`src/rtl/wp_knock_guard.sv`:
```
module wp_knock_guard #(
  parameter int ADDR_W    = 12,
  parameter int DATA_W    = 16,
  parameter int CTRL_ADDR = 'h10,
  parameter int RAM_BASE  = 'h40,
  parameter int RAM_BYTES = 2048,
  parameter int WIN_TICKS = 2
) (
  input  logic                         clk,
  input  logic                         rst_n,
  input  logic                         wr_en,
  input  logic [ADDR_W-1:0]            wr_addr,
  input  logic [DATA_W-1:0]            wr_data,
  input  logic                         tick,
  output logic                         wr_ok,
  output logic                         ram_wr,
  output logic [$clog2(RAM_BYTES)-1:0] ram_idx,
  output logic                         wp_active
);
  localparam int IDX_W = $clog2(RAM_BYTES);
  localparam int CNT_W = $clog2(WIN_TICKS + 1);

  typedef enum logic [1:0] {K_IDLE, K_GOT0, K_GOT1, K_GOT3} kstate_t;

  kstate_t    kst;
  logic [CNT_W-1:0] win_cnt;
  logic [1:0] fld, want;
  logic       ctrl_wr, step_ok, unlock, rearm, in_ram;
  logic       unused_hi;

  assign fld       = wr_data[1:0];
  assign unused_hi = ^wr_data[DATA_W-1:2];
  assign ctrl_wr   = wr_en && (wr_addr == ADDR_W'(CTRL_ADDR));

  always_comb begin
    case (kst)
      K_IDLE:  want = 2'b00;
      K_GOT0:  want = 2'b01;
      K_GOT1:  want = 2'b11;
      default: want = 2'b10;
    endcase
  end

  assign step_ok = ctrl_wr && (fld == want);
  assign unlock  = step_ok && (kst == K_GOT3);
  assign rearm   = ctrl_wr && (fld == 2'b10) && !unlock;

  always_ff @(posedge clk) begin
    if (!rst_n) begin
      kst <= K_IDLE;
    end else if (ctrl_wr) begin
      if (unlock)           kst <= K_IDLE;
      else if (step_ok)     kst <= kstate_t'(kst + 2'd1);
      else if (fld == 2'b00) kst <= K_GOT0;
      else                  kst <= K_IDLE;
    end
  end

  always_ff @(posedge clk) begin
    if (!rst_n)                        win_cnt <= '0;
    else if (unlock)                   win_cnt <= CNT_W'(WIN_TICKS);
    else if (rearm)                    win_cnt <= '0;
    else if (tick && win_cnt != '0)    win_cnt <= win_cnt - 1'b1;
  end

  assign wp_active = (win_cnt == '0);

  assign in_ram  = ({1'b0, wr_addr} >= (ADDR_W+1)'(RAM_BASE)) &&
                   ({1'b0, wr_addr} <  (ADDR_W+1)'(RAM_BASE + RAM_BYTES));
  assign wr_ok   = wr_en && (ctrl_wr || !wp_active);
  assign ram_wr  = wr_ok && in_ram && !ctrl_wr;
  assign ram_idx = IDX_W'(wr_addr - ADDR_W'(RAM_BASE));


  locked_drop_chk: assert property (@(posedge clk) disable iff (!rst_n)
    (wr_en && !ctrl_wr && wp_active) |-> !wr_ok);

  ctrl_pass_chk: assert property (@(posedge clk) disable iff (!rst_n)
    ctrl_wr |-> wr_ok);

  unlock_open_chk: assert property (@(posedge clk) disable iff (!rst_n)
    unlock |=> !wp_active);

  rearm_lock_chk: assert property (@(posedge clk) disable iff (!rst_n)
    rearm |=> wp_active);

  expire_chk: assert property (@(posedge clk) disable iff (!rst_n)
    (tick && win_cnt == CNT_W'(1) && !unlock && !rearm) |=> wp_active);

  hold_chk: assert property (@(posedge clk) disable iff (!rst_n)
    (!tick && !ctrl_wr) |=> $stable(win_cnt));

  ram_lock_chk: assert property (@(posedge clk) disable iff (!rst_n)
    wp_active |-> !ram_wr);
endmodule

```
`config.mk`:
```
export PLATFORM = sky130hd
export DESIGN_NAME = wp_knock_guard
export DESIGN_NICKNAME = d
export VERILOG_FILES = /design/src/rtl/wp_knock_guard.sv
export SDC_FILE = /design/constraint.sdc
export NUM_CORES = 1
export LEC_CHECK = 0
export BUFFER_PORTS_ARGS = -buffer_cell sky130_fd_sc_hd__buf_2
export CORE_MARGIN = 2
export CORE_UTILIZATION = 36
export CTS_CLUSTER_SIZE = 10
export DETAILED_ROUTE_END_ITERATION = 12
export PLACE_DENSITY_LB_ADDON = 0.08
export SYNTH_ARGS = -nofsm -noshare
export SYNTH_HDL_FRONTEND = slang
export SYNTH_SLANG_ARGS = --single-unit
```
`constraint.sdc`:
```
create_clock -name clk -period 2.3 [get_ports clk]
set_input_delay 0.345 -clock clk [delete_from_list [all_inputs] [get_ports clk]]
set_output_delay 0.345 -clock clk [all_outputs]
set_load 0.02 [all_outputs]
```
==> impl_results.md, run 1 <==
- Input/output buffers: 31
- RSZ-0062 raised after global routing: false
- Slew HR: 77.50%
- Worst-Margin Slew: 0.3328 ns
- Status: completed
- Pwr Total: 0.2955 mW
- Setup slack after layout: 0.1107 ns
- Post-Place Setup Slack: 0.06836 ns
- Count of final max-slew check failures: 0
- Vias: 539
- Root buf cell: clkbuf_4
- Leak: 0.3655 nW
- YS warnings: 0
- DPL Wire Length: 913.1 um
- Commonest non-fill, non-tap cell in the layout: buf_2
- Area delta synth->final: 46.45%
- Vias in the first global route: 456
- Mapped Area: 511.7 um^2
- Placer Congestion: 0.6562
- TritonCTS Sinks: 4
- Post-Synthesis Cells: 64
- Most frequent cells in the layout: buf_2 (28), buf_4 (7), inv_1 (5), nand2_1 (5), ha_1 (5)
- Post-layout min period: 2.189 ns
- # IOs: 46
- Clk buf depth: 2
- Hold Vio Cnt, Final: 0
- Cell variety after synth: 28
- Grt total ovfl: 0
- CTS tree: done
- Worst VDD drop: 0.0004132 V
- Critical Path AT: 1.84 ns
- Die area: 1739 um^2
- Worst Setup SP: wr_addr[7]
- Cell Rows: 13
- Hold/Removal Path Class: input port to flop
- Setup_tns: 0 ns
- First-pass GRT wire length: 1759 um
- Nets: 138
- Crit-path max FO: 4
- Antenna diodes: 0
- Critical path class: input port to primary output
- Maxcap violations: 0
- Final Non-Filler Cells: 113
- Largest net degree at the start of global routing: 6
- Inst Count DP: 106
- Initial Utilization: 38.84%
- CTS clk-pin slew, worst paths: 0.04 ns
- Routed Antenna Nets: 0
- Inserted Clock Buffers: 3
- HP Start: rst_n
- Worst Path Required: 1.96 ns
- WL per Instance: 9.690 um
- Syn nets: 102
- Critical path endpoint category: primary output
- Syn avg cell area: 7.996 um^2
- CTS H-tree lvls: 1
- Startpoint Class: input port
- Synth top area share: 15.65%
- Top cells by area, synth: dfxtp_1 (16%), ha_1 (15%), buf_4 (8.8%)
- Share of cells above drive strength 1: 51.02%
- Via density: 4.770
- Clock Latency Late Sink: 0.24 ns
- Fin Clk Skew: 0.006568 ns
- Post-route DRC: 0
- Die span in x: 41.70 um
- First-pass iteration count of the detailed router: 4
- Final setup fails: 0
- Total global-route track usage: 12.74%
- Max Clk Rate: 456.8 MHz
- Final worst-path cycle share: 95.19%
- Core footprint: 1318 um^2
- Detailed Route WL: 1095 um
- Post-synthesis sequential area ratio: 15.65%
- Initial antenna violation count: 0
- Synth area leader: dfxtp_1
- DRT iter0 DRCs: 14
- Reg2reg start: kst[0]
- Die H: 41.70 um
- Power per cell area: 394.2 nW/um^2
- Hold WS: 0.3913 ns
- Synth Register Bits: 4
-- per-stage QoR --
step	utilization, %	cell area, um^2
finish	56.89	749.5
global route	56.89	749.5
CTS	51.76	681.9
detailed placement	50.05	659.4
global placement	50.05	659.4
floorplan	-	515.5
-- layer usage --
metal,vias up,global-route usage (%),part of all wire [%]
met3,0,3.913,5.8
met2,18,20.31,48
met4,0,3.871,0
li1,288,-,-
met5,-,0,0
met1,233,16.32,46
-- logic make-up after synthesis --
| family | count (synthesis) | synth area share, % |
|---|---|---|
| buf+inv | 13 | 13.94 |
| flops | 4 | 15.65 |
| compound gates | 9 | 10.51 |
| simple gates | 27 | 36.43 |
| xor+xnor | 4 | 6.847 |
| mux | 1 | 1.956 |
| fa+ha+maj | 6 | 14.67 |
-- final cells by class --
cell class                 count  area, um^2
sequential                     4       80.08
tap                           15       18.77
fill                         141       568.0
inverter                       7       28.78
timing repair buffer          37       215.2
multi-input combinational     47       384.1
clock buffer                   3       22.52
-- registers in the layout, indices dropped and copies added, names as in the netlist --
signal / cells
kst: 2
win_cnt: 2
-- where the power goes --
group | internal, mW | switching (mW)
Sequential | 0.0746 | 0.00216
Combinational | 0.0594 | 0.0738
Clock | 0.0582 | 0.0273
Total | 0.192 | 0.103
-- worst paths after layout --
path              cells after the start      to  slack (ns)
setup / recovery                      8  ram_wr        0.11
hold / removal                        3  kst[0]        0.39
setup reg to reg                      6  kst[0]        0.58
hold reg to reg                       2  kst[1]        0.51
-- timing repair --
item,4_1_cts,5_1_grt
resized for setup,0,10
setup endpoints to repair,0,1
hold buffers,0,0
setup buffers,0,4
endpoints found under the hold margin,0,0
-- critical path, cell delays in order --
cell,delay [ns]
buf_6,0.09
inv_2,0.07
ha_4,0.13
or4b_4,0.50
nor4_4,0.32
o32ai_2,0.13
a21oi_2,0.11
buf_4,0.15
-- synth_stat cells --
cell type  count
nand4_1        1
o32ai_1        1
a21oi_1        3
xor2_1         2
or4_4          1
xnor2_1        2
mux2i_1        1
o211ai_1       1
dfxtp_1        4
buf_4          6
nand2b_1       1
or2_2          1
nor4b_1        3
nor3_1         1
nor2b_1        3
nand4b_1       1
or4b_4         1
nand3_1        1
a21boi_1       1
nor2_1         4
or3_1          1
nand3_2        1
inv_1          7
nand3b_1       1
o21ai_0        3
nor4_4         1
nand2_1        5
ha_1           6
(Power assumes the default switching activity.)
==> inputs of run 2 (changes only) <==
CORE_UTILIZATION = 35   (was 36)
==> impl_results.md, run 2 (synthesized netlist as in run 1, its figures left out) <==
- Grt total ovfl: 0 (unchanged)
- M1 WL: 510 um (was 504 um)
- DRT iter0 DRCs: 3 (was 14)
- Hold WS: 0.3845 ns (was 0.3913 ns)
- Vias: 527 (was 539)
- Final worst-path cycle share: 98.49% (was 95.19%)
- First-pass iteration count of the detailed router: 4 (unchanged)
- Via density: 4.748 (was 4.770)
- CTS clk-pin slew, worst paths: 0.04 ns (about the same)
- Area delta synth->final: 41.81% (was 46.45%)
- WL per Instance: 10.38 um (was 9.690 um)
- Post-route DRC: 0 (unchanged)
- Worst path bufs/invs: 3 (unchanged)
- Initial Utilization: 38.37% (was 38.84%)
- Antenna diodes: 0 (unchanged)
- Clk buf depth: 2 (unchanged)
- Total global-route track usage: 13.01% (was 12.74%)
- CP cell instances: buf_2 > inv_2 > ha_4 > or4b_4 > nor4_4 > o32ai_2 > a21oi_2 > buf_6 (was buf_6 > inv_2 > ha_4 > or4b_4 > nor4_4 > o32ai_2 > a21oi_2 > buf_4)
- Post-layout min period: 2.265 ns (was 2.189 ns)
- Final instance area: 725.7 um^2 (was 749.5 um^2)
- Status: completed (unchanged)
- Nets: 136 (was 138)
- CTS H-tree lvls: 1 (unchanged)
- Commonest non-fill, non-tap cell in the layout: buf_2 (unchanged)
- Hold Vio Cnt, Final: 0 (unchanged)
- Root buf cell: clkbuf_4 (unchanged)
- Startpoint Class: input port (unchanged)
- DR top layer: met3 (unchanged)
- Critical Path AT: 1.92 ns (was 1.84 ns)
- First-pass GRT wire length: 1918 um (was 1759 um)
- Inserted Clock Buffers: 3 (unchanged)
- DPL Wire Length: 932.2 um (was 913.1 um)
- Routed Antenna Nets: 0 (unchanged)
- Power per cell area: 407.8 nW/um^2 (was 394.2 nW/um^2)
- Clock Latency Late Sink: 0.23 ns (was 0.24 ns)
- Max Clk Rate: 441.5 MHz (was 456.8 MHz)
- Critical path's top delay family: simple AND/OR/NAND/NOR gates (unchanged)
- Critical path class: input port to primary output (unchanged)
- Fin Clk Skew: 0.005800 ns (was 0.006568 ns)
- Detailed Route WL: 1152 um (was 1095 um)
- Setup_tns: 0 ns (unchanged)
- Worst Path Required: 1.96 ns (about the same)
- Share of cells above drive strength 1: 50.00% (was 51.02%)
- Die span in x: 42.24 um (was 41.70 um)
- Met3 WL post-DR: 69 um (was 63 um)
- Die H: 42.24 um (was 41.70 um)
- Placer Congestion: 0.6759 (was 0.6562)
- Count of final max-slew check failures: 0 (unchanged)
- Leak: 0.3536 nW (was 0.3655 nW)
- Largest regs: kst: 2 flops, win_cnt: 2 flops (unchanged)
- Largest net degree at the start of global routing: 6 (unchanged)
- Critical Path Max Stage Delay: 0.51 ns (was 0.50 ns)
- Final setup fails: 0 (unchanged)
- Core footprint: 1334 um^2 (was 1318 um^2)
- Slew HR: 72.55% (was 77.50%)
- Most frequent cells in the layout: buf_2 (29), inv_1 (5), nand2_1 (5), ha_1 (5), buf_4 (5) (was buf_2 (28), buf_4 (7), inv_1 (5), nand2_1 (5), ha_1 (5))
- CP max-delay cell: or4b_4 (unchanged)
- Die area: 1784 um^2 (was 1739 um^2)
- Critical path endpoint category: primary output (unchanged)
- Worst-Margin Slew: 0.4061 ns (was 0.3328 ns)
- Crit-path max FO: 5 (was 4)
- Initial antenna violation count: 0 (unchanged)
- Worst VDD drop: 0.0001591 V (was 0.0004132 V)
- CTS tree: done (unchanged)
- Cts hold-fix bufs: 0 (unchanged)
- TritonCTS Sinks: 4 (unchanged)
- Inst Count DP: 106 (unchanged)
- Post-placement cell area: 659.4 um^2 (unchanged)
- # IOs: 46 (unchanged)
- Maxcap violations: 0 (unchanged)
- Vias in the first global route: 493 (was 456)
- Cell Rows: 13 (unchanged)
- Hold/Removal Path Class: input port to flop (unchanged)
- DR WL met2: 571 um (was 528 um)
- Input/output buffers: 31 (unchanged)
- Final Non-Filler Cells: 111 (was 113)
==> run 2: stage by stage <==
| stage | setup WS (ns) | utilization (%) | power, mW |
|---|---|---|---|
| floorplan | 0.005695 | - | 0.1614 |
| global placement | 0.08515 | 49.44 | 0.2008 |
| detailed placement | 0.08230 | 49.44 | 0.2022 |
| CTS | 0.07581 | 51.13 | 0.2944 |
| global route | -0.04864 | 54.41 | 0.3223 |
| finish | 0.03484 | 54.41 | 0.2960 |
==> run 2: repair_timing <==
action | CTS | global route
buffers inserted | 0 | 2
endpoints found under the setup margin | 0 | 1
resized for setup | 0 | 8
==> run 2: area by class of cell <==
cell class / instances / area, um^2
repair buffers: 35 / 193.9
flip-flops and latches: 4 / 80.08
clock buffers: 3 / 22.52
inverters: 7 / 26.28
fillers: 140 / 608.1
multi-input cells: 47 / 384.1
well taps: 15 / 18.77
==> run 2: power breakdown <==
| group | switching, mW | leakage [nW] | internal (mW) |
|---|---|---|---|
| registers | 0.00205 | 0.0323 | 0.0745 |
| clock network | 0.0290 | 0.0138 | 0.0584 |
| logic | 0.0744 | 0.307 | 0.0576 |
==> run 2: path summary, 6_finish.rpt <==
kind	from	to	slack, ns	cells past startpoint
max	wr_addr[7]	ram_wr	0.03	8
min	rst_n	win_cnt[0]	0.38	3
min reg2reg	kst[1]	kst[1]	0.51	2
max reg2reg	kst[0]	kst[0]	0.57	6
==> run 2: routing by layer <==
| layer | GRT usage [%] | vias to the layer above |
|---|---|---|
| met5 | 0 | - |
| li1 | - | 283 |
| met3 | 0.4310 | 0 |
| met1 | 16.62 | 224 |
| met2 | 22.46 | 20 |
| met4 | 5.625 | 0 |
==> run 2: worst min-delay path, cell delays in order <==
cell and delay, ns:
buf_2 0.12, nand3_1 0.06, nor2b_1 0.04
==> inputs of run 3 (changes only) <==
PLACE_DENSITY = 0.87   (was not set)
PLACE_DENSITY_LB_ADDON = not set   (was 0.08)
==> impl_results.md, run 3 (synthesized netlist as in run 1, its figures left out) <==
- Largest regs: kst: 2 flops, win_cnt: 2 flops (unchanged)
- Worst Path Required: 1.96 ns (about the same)
- Placer Congestion: 0.8325 (was 0.6759)
- Input/output buffers: 31 (unchanged)
- CP cell instances: buf_2 > inv_2 > ha_4 > or4b_4 > nor4_4 > o32ai_2 > a21oi_2 > buf_4 (was buf_2 > inv_2 > ha_4 > or4b_4 > nor4_4 > o32ai_2 > a21oi_2 > buf_6)
- Post-layout min period: 2.248 ns (was 2.265 ns)
- Leak: 0.3527 nW (was 0.3536 nW)
- Status: completed (unchanged)
- Startpoint Class: input port (unchanged)
- Commonest non-fill, non-tap cell in the layout: buf_2 (unchanged)
- Die span in x: 42.24 um (unchanged)
- Cts hold-fix bufs: 0 (unchanged)
- Root buf cell: clkbuf_4 (unchanged)
- Hold Vio Cnt, Final: 0 (unchanged)
- Vias in the first global route: 538 (was 493)
- TritonCTS Sinks: 4 (unchanged)
- Critical Path Max Stage Delay: 0.50 ns (was 0.51 ns)
- Pint: 0.1880 mW (was 0.1905 mW)
- Largest net degree at the start of global routing: 6 (unchanged)
- Inserted Clock Buffers: 3 (unchanged)
- CP max-delay cell: or4b_4 (unchanged)
- CTS clk-pin slew, worst paths: 0.04 ns (about the same)
- Final setup fails: 0 (unchanged)
- Post-Place Setup Slack: 0.05992 ns (was 0.08230 ns)
- Count of final max-slew check failures: 0 (unchanged)
- Crit-path max FO: 4 (was 5)
- Worst VDD drop: 0.0002258 V (was 0.0001591 V)
- Vias: 547 (was 527)
- # IOs: 46 (unchanged)
- Worst-Margin Slew: 0.3874 ns (was 0.4061 ns)
- Pwr Total: 0.2945 mW (was 0.2960 mW)
- Critical Path AT: 1.90 ns (was 1.92 ns)
- CTS H-tree lvls: 1 (unchanged)
- Share of power burned in registers: 26.1% (was 25.9%)
- Switching Fraction: 36.16% (was 35.62%)
- Area delta synth->final: 40.59% (was 41.81%)
- Initial antenna violation count: 0 (unchanged)
- Final worst-path cycle share: 97.76% (was 98.49%)
- Antenna diodes: 0 (unchanged)
- First-pass iteration count of the detailed router: 3 (was 4)
- Initial Utilization: 38.37% (unchanged)
- Grt total ovfl: 0 (unchanged)
- Hold/Removal Path Class: input port to flop (unchanged)
- Core footprint: 1334 um^2 (unchanged)
- Setup slack after layout: 0.05157 ns (was 0.03484 ns)
- Die H: 42.24 um (unchanged)
- Die area: 1784 um^2 (unchanged)
- Setup_tns: 0 ns (unchanged)
- Worst path bufs/invs: 3 (unchanged)
- Slew HR: 73.81% (was 72.55%)
- Critical path class: input port to primary output (unchanged)
- Total global-route track usage: 15.45% (was 13.01%)
- Nets: 136 (unchanged)
- Cell Rows: 13 (unchanged)
- Critical path's top delay family: simple AND/OR/NAND/NOR gates (unchanged)
- CTS tree: done (unchanged)
- Most frequent cells in the layout: buf_2 (30), inv_1 (5), nand2_1 (5), ha_1 (5), buf_4 (5) (was buf_2 (29), inv_1 (5), nand2_1 (5), ha_1 (5), buf_4 (5))
- Maxcap violations: 0 (unchanged)
- Share of cells above drive strength 1: 50.00% (unchanged)
- Clock power share: 30.2% (was 29.5%)
- WL per Instance: 10.81 um (was 10.38 um)
- Critical path endpoint category: primary output (unchanged)
- Detailed Route WL: 1200 um (was 1152 um)
- DRT iter0 DRCs: 2 (was 3)
- Sw power: 0.1065 mW (was 0.1054 mW)
- Clk buf depth: 2 (unchanged)
- Post-route DRC: 0 (unchanged)
- Fin Clk Skew: 0.001109 ns (was 0.005800 ns)
- Power per cell area: 409.3 nW/um^2 (was 407.8 nW/um^2)
- Max Clk Rate: 444.8 MHz (was 441.5 MHz)
- DPL Wire Length: 951.6 um (was 932.2 um)
- Clock Latency Late Sink: 0.24 ns (was 0.23 ns)
- Final Non-Filler Cells: 111 (unchanged)
- Comb power frac: 43.7% (was 44.6%)
- Inst Count DP: 106 (unchanged)
- First-pass GRT wire length: 2118 um (was 1918 um)
- Via density: 4.928 (was 4.748)
- Routed Antenna Nets: 0 (unchanged)
-- run 3: cell count changes in the layout (fill, tap and decap cells not counted) --
cell,change
buf_2,+1
buf_6,-1
-- run 3: final timing paths --
| kind | slack (ns) | cells past startpoint | start | to |
|---|---|---|---|---|
| worst min register to register | 0.52 | 2 | kst[1] | kst[1] |
| worst max-delay path | 0.05 | 8 | wr_addr[6] | ram_wr |
| worst max register to register | 0.52 | 6 | kst[0] | kst[0] |
| worst min-delay path | 0.39 | 3 | rst_n | win_cnt[0] |
-- run 3: worst register-to-register path, delay by kind of cell (launching register included) --
family / cells / cell delay [ns]
DFF: 1 / 0.39
and+or+nand+nor: 1 / 0.37
adders and majority gates: 1 / 0.20
AOI/OAI and AO/OA: 2 / 0.41
buffers and inverters: 1 / 0.06
muxes: 1 / 0.23
-- run 3: repair_timing --
item                                    in CTS  in global routing
endpoints found under the setup margin       0                  1
setup buffers                                0                  2
resized for setup                            0                  6
-- run 3: per-stage QoR --
step,instance area (um^2),utilization [%],hold slack [ns]
2_1_floorplan,515.5,-,0.4723
3_3_place_gp,659.4,49.44,0.4928
3_5_place_dp,659.4,49.44,0.5146
4_1_cts,681.9,51.13,0.3762
5_1_grt,719.4,53.94,0.3850
6_report,719.4,53.94,0.3864
-- run 3: power groups by stage --
| stage | combinational [mW] | clock [mW] | sequential [mW] |
|---|---|---|---|
| floorplan | 0.0841 | 0 | 0.0773 |
| global placement | 0.122 | 0 | 0.0778 |
| detailed placement | 0.124 | 0 | 0.0776 |
| CTS | 0.125 | 0.0941 | 0.0769 |
| global route | 0.141 | 0.104 | 0.0774 |
| finish | 0.129 | 0.0888 | 0.0769 |
-- run 3: per-layer routing --
layer	part of all wire, %	up-vias	track usage, %	routed length, um
met2	52	20	27.38	618
li1	-	282	-	-
met3	7.6	2	6.034	91
met5	0	-	0	0
met1	40	243	16.33	483
met4	0.58	0	5.625	7
-- run 3: area by class of cell --
cell class	instances	area, um^2
fill	141	614.3
multi-input combinational	47	384.1
timing repair buffer	35	187.7
sequential	4	80.08
inverter	7	26.28
clock buffer	3	22.52
tap	15	18.77
